**src/rtl/systime_pkg.sv**
```systemverilog
package systime_pkg;
  // strobes from control to datapath
  typedef struct packed {
    logic step;   // advance the count this cycle
  } ctrl_strobe_t;
endpackage

```
**src/rtl/systime_ctrl.sv**
```systemverilog
module systime_ctrl
  import systime_pkg::*;
#(
  parameter int PRESCALE    = 12,
  parameter int SYNC_STAGES = 2
) (
  input  logic         clk,
  input  logic         rstN,
  input  logic         slowTick,
  input  logic         resyncWr,
  input  logic         haltEn,
  input  logic         haltReq,
  output ctrl_strobe_t strobe,
  output logic         syncBusy,
  output logic         running
);
  localparam int PRE_W = (PRESCALE > 1) ? $clog2(PRESCALE) : 1;
  localparam logic [PRE_W-1:0] PRE_LAST = PRE_W'(PRESCALE - 1);

  logic [SYNC_STAGES:0] tickHist;
  logic [PRE_W-1:0]     pre;
  logic                 initialised;
  logic                 tickEdge;
  logic                 frozen;
  logic                 alignNow;

  // synchroniser plus one extra stage for edge detection
  always_ff @(posedge clk or negedge rstN) begin
    if (!rstN) tickHist <= '0;
    else       tickHist <= {tickHist[SYNC_STAGES-1:0], slowTick};
  end

  assign tickEdge = tickHist[SYNC_STAGES-1] & ~tickHist[SYNC_STAGES];
  assign frozen   = haltEn & haltReq;
  assign alignNow = syncBusy & tickEdge & ~resyncWr;

  always_ff @(posedge clk or negedge rstN) begin
    if (!rstN) begin
      pre         <= '0;
      initialised <= 1'b0;
      syncBusy    <= 1'b1;
    end else begin
      if (resyncWr)      syncBusy <= 1'b1;
      else if (alignNow) syncBusy <= 1'b0;

      if (alignNow) begin
        pre         <= '0;
        initialised <= 1'b1;
      end else if (initialised && !frozen) begin
        pre <= (pre == PRE_LAST) ? '0 : pre + PRE_W'(1);
      end
    end
  end

  assign strobe.step = initialised & ~frozen & ~alignNow & (pre == PRE_LAST);
  assign running     = initialised & ~frozen;

  // a resync request always leaves an alignment pending
  a_r6_resync_sets_busy: assert property (@(posedge clk) disable iff (!rstN)
    resyncWr |=> syncBusy) else $error("resync did not set busy");

  // once aligned the time base stays initialised
  a_r3_init_sticky: assert property (@(posedge clk) disable iff (!rstN)
    initialised |=> initialised) else $error("initialised dropped");

  // the prescaler restarts after each step
  a_r3_step_restarts_prescaler: assert property (@(posedge clk) disable iff (!rstN)
    strobe.step |=> (pre == '0)) else $error("prescaler not restarted");

  // a freeze holds the prescaler phase
  a_r8_freeze_holds_phase: assert property (@(posedge clk) disable iff (!rstN)
    (frozen && !alignNow) |=> $stable(pre)) else $error("phase moved while frozen");
endmodule

```
**src/rtl/systime_dp.sv**
```systemverilog
module systime_dp
  import systime_pkg::*;
#(
  parameter int VIEW_W   = 32,
  parameter int SEL_W    = 16,
  parameter int SEL_BASE = 2
) (
  input  logic              clk,
  input  logic              rstN,
  input  ctrl_strobe_t      strobe,
  input  logic              selWe,
  input  logic [SEL_W-1:0]  selWdata,
  output logic [VIEW_W-1:0] fineView,
  output logic [VIEW_W-1:0] coarseView,
  output logic              timeEvent,
  output logic              ovfPulse
);
  localparam int CNT_W = VIEW_W + SEL_BASE;
  localparam logic [CNT_W-1:0] CNT_ONE = CNT_W'(1);

  logic [CNT_W-1:0] count;
  logic [SEL_W-1:0] selReg;
  logic [SEL_W-1:0] picks;

  always_ff @(posedge clk or negedge rstN) begin
    if (!rstN) begin
      count    <= '0;
      ovfPulse <= 1'b0;
    end else begin
      ovfPulse <= strobe.step & (&count);
      if (strobe.step) count <= count + CNT_ONE;
    end
  end

  always_ff @(posedge clk or negedge rstN) begin
    if (!rstN)      selReg <= '0;
    else if (selWe) selReg <= selWdata;
  end

  for (genvar k = 0; k < SEL_W; k++) begin : g_pick
    assign picks[k] = selReg[k] & count[k + SEL_BASE];
  end

  assign timeEvent  = |picks;
  assign fineView   = count[VIEW_W-1:0];
  assign coarseView = count[CNT_W-1:SEL_BASE];

  // each step adds exactly one
  a_r3_step_adds_one: assert property (@(posedge clk) disable iff (!rstN)
    strobe.step |=> (count == $past(count) + CNT_ONE)) else $error("bad increment");

  // without a step the count holds
  a_r8_hold_without_step: assert property (@(posedge clk) disable iff (!rstN)
    !strobe.step |=> $stable(count)) else $error("count moved without step");

  // the overflow pulse coincides with the zero count
  a_r10_ovf_at_zero: assert property (@(posedge clk) disable iff (!rstN)
    ovfPulse |-> (count == '0)) else $error("overflow away from zero");

  // the overflow pulse lasts a single cycle
  a_r10_ovf_single: assert property (@(posedge clk) disable iff (!rstN)
    ovfPulse |=> !ovfPulse) else $error("overflow longer than one cycle");

  // an empty select keeps the event low
  a_r5_empty_select_quiet: assert property (@(posedge clk) disable iff (!rstN)
    (selReg == '0) |-> !timeEvent) else $error("event with empty select");
endmodule

```
**src/rtl/sys_time_base.sv**
```systemverilog
module sys_time_base
  import systime_pkg::*;
#(
  parameter int VIEW_W      = 32,
  parameter int SEL_W       = 16,
  parameter int PRESCALE    = 12,
  parameter int SYNC_STAGES = 2
) (
  input  logic              clk,
  input  logic              rstN,
  input  logic              slowTick,
  input  logic              resyncWr,
  input  logic              haltEn,
  input  logic              haltReq,
  input  logic              selWe,
  input  logic [SEL_W-1:0]  selWdata,
  output logic [VIEW_W-1:0] fineView,
  output logic [VIEW_W-1:0] coarseView,
  output logic              timeEvent,
  output logic              ovfPulse,
  output logic              syncBusy,
  output logic              running
);
  ctrl_strobe_t strobe;

  systime_ctrl #(
    .PRESCALE   (PRESCALE),
    .SYNC_STAGES(SYNC_STAGES)
  ) uCtrl (
    .clk     (clk),
    .rstN    (rstN),
    .slowTick(slowTick),
    .resyncWr(resyncWr),
    .haltEn  (haltEn),
    .haltReq (haltReq),
    .strobe  (strobe),
    .syncBusy(syncBusy),
    .running (running)
  );

  systime_dp #(
    .VIEW_W  (VIEW_W),
    .SEL_W   (SEL_W),
    .SEL_BASE(2)
  ) uDp (
    .clk       (clk),
    .rstN      (rstN),
    .strobe    (strobe),
    .selWe     (selWe),
    .selWdata  (selWdata),
    .fineView  (fineView),
    .coarseView(coarseView),
    .timeEvent (timeEvent),
    .ovfPulse  (ovfPulse)
  );
endmodule

```
**config.mk**
```make
export PLATFORM = sky130hd
export DESIGN_NAME = sys_time_base
export DESIGN_NICKNAME = d
export VERILOG_FILES = /design/src/rtl/systime_pkg.sv /design/src/rtl/systime_ctrl.sv /design/src/rtl/systime_dp.sv /design/src/rtl/sys_time_base.sv
export SDC_FILE = /design/constraint.sdc
export NUM_CORES = 1
export LEC_CHECK = 0
export ABC_AREA = 1
export BUFFER_PORTS_ARGS = -buffer_cell sky130_fd_sc_hd__buf_2
export CAP_MARGIN = 15
export CORE_ASPECT_RATIO = 0.8
export CORE_MARGIN = 3
export CORE_UTILIZATION = 25
export CTS_CLUSTER_SIZE = 28
export DETAILED_ROUTE_END_ITERATION = 16
export GPL_ROUTABILITY_DRIVEN = 0
export PLACE_DENSITY = 0.46
export REMOVE_ABC_BUFFERS = 1
export SETUP_SLACK_MARGIN = 0.15
export SYNTH_ARGS = -nofsm -noshare
export SYNTH_HDL_FRONTEND = slang
export SYNTH_SLANG_ARGS = --single-unit
```
**constraint.sdc**
```tcl
create_clock -name clk -period 2.1 [get_ports clk]
set_input_delay 0.105 -clock clk [delete_from_list [all_inputs] [get_ports clk]]
set_output_delay 0.105 -clock clk [all_outputs]
set_load 0.1 [all_outputs]
```
==> flow_metrics.env <==
export IMPL_grt_usage_pct=12.6
export IMPL_initial_antenna_violation_count=0
export IMPL_drt_wirelength_per_cell_um=13.5
export IMPL_synthMostInstantiatedCell="nand2_1"
export IMPL_worstSkewPairLatency_ns=0.33
export IMPL_drt_iter0_drc=168
export IMPL_synth_seq_cells=60
export IMPL_dpl_cell_area_mm2=0.00374
export IMPL_fp_dieArea_mm2=0.0146
export IMPL_synth_top_cells_by_area="dfrtp_1 45%, nand2_1 14%, buf_4 6.8%"
export IMPL_synth_enable_flop_cells=0
export IMPL_setup_slack_ns=0.314
export IMPL_io_buffer_count=90
export IMPL_worst_endpoint_arrival_ns=1.99
export IMPL_critPathCaptureType="register"
export IMPL_final_setup_skew_ns=0.00497
export IMPL_tritoncts="built"
export IMPL_max_clock_path_buffers=2
export IMPL_synth_warnings=0
export IMPL_layout_core_utilization_pct=32.7
export IMPL_initial_cell_density_of_the_core_pct=26.4
export IMPL_most_used_dff_post_synth="dfrtp_1"
export IMPL_routed_via_count=2754
export IMPL_postSynth_asyncResetShare_pct=100
export IMPL_setup_bufs_post_cts=0
export IMPL_ratio_of_total_power_to_cell_area_mw_per_mm2=971
export IMPL_ios=91
export IMPL_synth_seq_area_share_pct=45.5
export IMPL_grt_pass1_wl_mm=14.1
export IMPL_clock_root_buffer="clkbuf_16"
export IMPL_cts_clk_slew_worst_paths_ns=0.05
export IMPL_die_extent_in_x_um=134
export IMPL_fillers=1386
export IMPL_fp_row_count=36
export IMPL_post_layout_nonfiller_instances=648
export IMPL_core_area_mm2=0.0125
export IMPL_synthCells=398
export IMPL_worst_setup_path_start_kind="register"
export IMPL_timing_worst_setup_path_type="reg2reg"
export IMPL_hpwlAfterDp_mm=6.73
export IMPL_post_route_clock_period_utilization_pct=85.1
export IMPL_critical_path_required_ns=2.31
export IMPL_antenna_left=0
export IMPL_numPlacedInstances=627
export IMPL_grt_setup_unrepaired="false"
export IMPL_grtUsageMet3_pct=3.46
export IMPL_via_per_inst=4.25
export IMPL_number_of_h_tree_levels=3
export IMPL_synth_lib_cells_used_distinct=29
export IMPL_finalHoldViolations=0
export IMPL_holdCritPathClass="in2reg"
export IMPL_dpl_worst_slack_ns=0.302
export IMPL_final_net_count=497
export IMPL_finalCriticalPeriod_ns=1.79
export IMPL_grt_max_degree=36
export IMPL_die_y_um=109
export IMPL_synth_common_cells="122 x nand2_1, 59 x dfrtp_1, 44 x nor2_1"
export IMPL_syn_area_mm2=0.00330
export IMPL_antenna_cells=0
export IMPL_post_route_wl_mm=8.74
export IMPL_ir_worst_vdd_mv=1.18
export IMPL_cts_sink_count=60
export IMPL_final_max_slew_violation_count=0
export IMPL_global_route_usage_met2_pct=19.0
export IMPL_post_synth_cell_area_avg_um2=8.29
export IMPL_outcome="complete, no violations"
export IMPL_grt_pass1_vias=2668
export IMPL_stdcell_area_mm2=0.00409
export IMPL_area_growth_syn_to_layout_pct=24.0
export IMPL_synthDominantAreaCellType="dfrtp_1"
export IMPL_gr_max_usage_layer="met2"
export IMPL_cts_buffers_inserted=9
export IMPL_overflow=0
export IMPL_pleak_nw=2.02
export IMPL_gr_usage_met1_pct=17.6
export IMPL_tightestPinTransition_ns=0.624
export IMPL_clock_fmax_mhz=560
export IMPL_report_final_setup_viol=0
export IMPL_max_slew_margin_pct=58.4
export IMPL_firstDrtPassIters=4
export IMPL_post_route_cells_drive_above_1_share_pct=26.8
export IMPL_detail_route_drc_violations=0
export IMPL_post_synth_top_area_fraction_pct=44.7
export IMPL_timing_critical_path_fanout_max=14
export IMPL_total_power_mw=3.98
export IMPL_max_cap_viols=0
## critical path, stage by stage, from the launching register on
cell      delay [ns]
dfrtp_1         0.38
ha_1            0.20
nand3_1         0.10
nand3b_4        0.36
nor2_2          0.36
nand2_1         0.12
xnor2_1         0.14
## layer usage
layer,routed length (um),share of wire [%]
met5,0,0
met4,62,0.71
met3,404,4.6
met2,3930,45
met1,4350,50
## logic make-up (layout without fill, tap and decap cells)
logic type | Yosys count | count (layout) | synth area share [%]
AOI/OAI and AO/OA | 16 | 16 | 3.15
xor gates and xnor gates | 21 | 21 | 5.57
adders and majority gates | 2 | 2 | 0.758
buffers and inverters | 72 | 151 | 11.8
DFF | 60 | 60 | 45.5
muxes | 13 | 13 | 4.40
and+or+nand+nor | 214 | 214 | 28.8
## cell type report
type	count	area (um^2)	share of cell area [%]
Timing Repair Buffer	96	523	12.8
Sequential cell	60	1500	36.7
Multi-Input combinational cell	266	1410	34.4
Tap cell	171	214	5.23
Inverter	39	146	3.58
Clock buffer	14	264	6.45
Clock inverter	2	35.0	0.856
## path summary, 6_finish.rpt
kind | cells past startpoint | endpoint | startpoint | slack [ns]
min in group asynchronous | 2 | uDp.selReg[9]$_DFFE_PN0P_ | rstN | 0.34
worst min register to register | 0 | uCtrl.tickHist[1]$_DFF_PN0_ | uCtrl.tickHist[0]$_DFF_PN0_ | 0.35
worst min-delay path | 3 | uDp.selReg[14]$_DFFE_PN0P_ | selWdata[14] | 0.01
worst max register to register | 6 | uDp.count[15]$_DFFE_PN0P_ | uCtrl.pre[0]$_DFFE_PN0P_ | 0.31
max in group asynchronous | 3 | uCtrl.syncBusy$_DFFE_PN1P_ | rstN | 1.09
worst max-delay path | 6 | uDp.count[15]$_DFFE_PN0P_ | uCtrl.pre[0]$_DFFE_PN0P_ | 0.31
## flip-flops by register name, summed over array words and instances, names as in the netlist
register / flops
uCtrl.syncBusy: 1
uDp.count: 34
uDp.ovfPulse: 1
uCtrl.tickHist: 3
uDp.selReg: 16
uCtrl.initialised: 1
uCtrl.pre: 4
## timing repair
| action | in CTS | in global routing |
|---|---|---|
| endpoints found under the hold margin | 29 | 0 |
| hold buffers | 5 | 0 |
| gates resized for setup | 0 | 1 |
| endpoints found under the setup margin | 0 | 1 |
## report_power, final
part	total (mW)	leakage [nW]	switching [mW]	internal, mW
clock network	1.49	0.147	0.507	0.982
registers	1.40	0.728	0.122	1.27
logic	1.09	1.15	0.879	0.211
total	3.98	2.02	1.51	2.47
## stage by stage
stage | setup TNS, ns | hold WS [ns]
after floorplan | -18.86 | -0.191
after global placement | 0 | 0.163
after detailed placement | 0 | 0.169
after CTS | 0 | 0.00515
after global routing | 0 | 0.00765
final | 0 | 0.0118
## layout by cell type, fill, tap and decap left out, types with 2 or more instances in the layout
cell type	count
a21oi_1	2
buf_2	89
clkbuf_1	3
clkbuf_16	9
clkbuf_8	2
dfrtp_1	59
dlygate4sd3_1	5
ha_1	2
inv_1	37
inv_2	2
mux2_2	12
nand2_1	122
nand3_1	18
nand3b_1	7
nand4_1	9
nor2_1	44
nor2_4	4
nor3_1	6
o2111ai_1	2
o21ai_0	8
o22ai_1	2
xnor2_1	9
xor2_1	12
No activity file was read; power rests on OpenSTA's default activity.
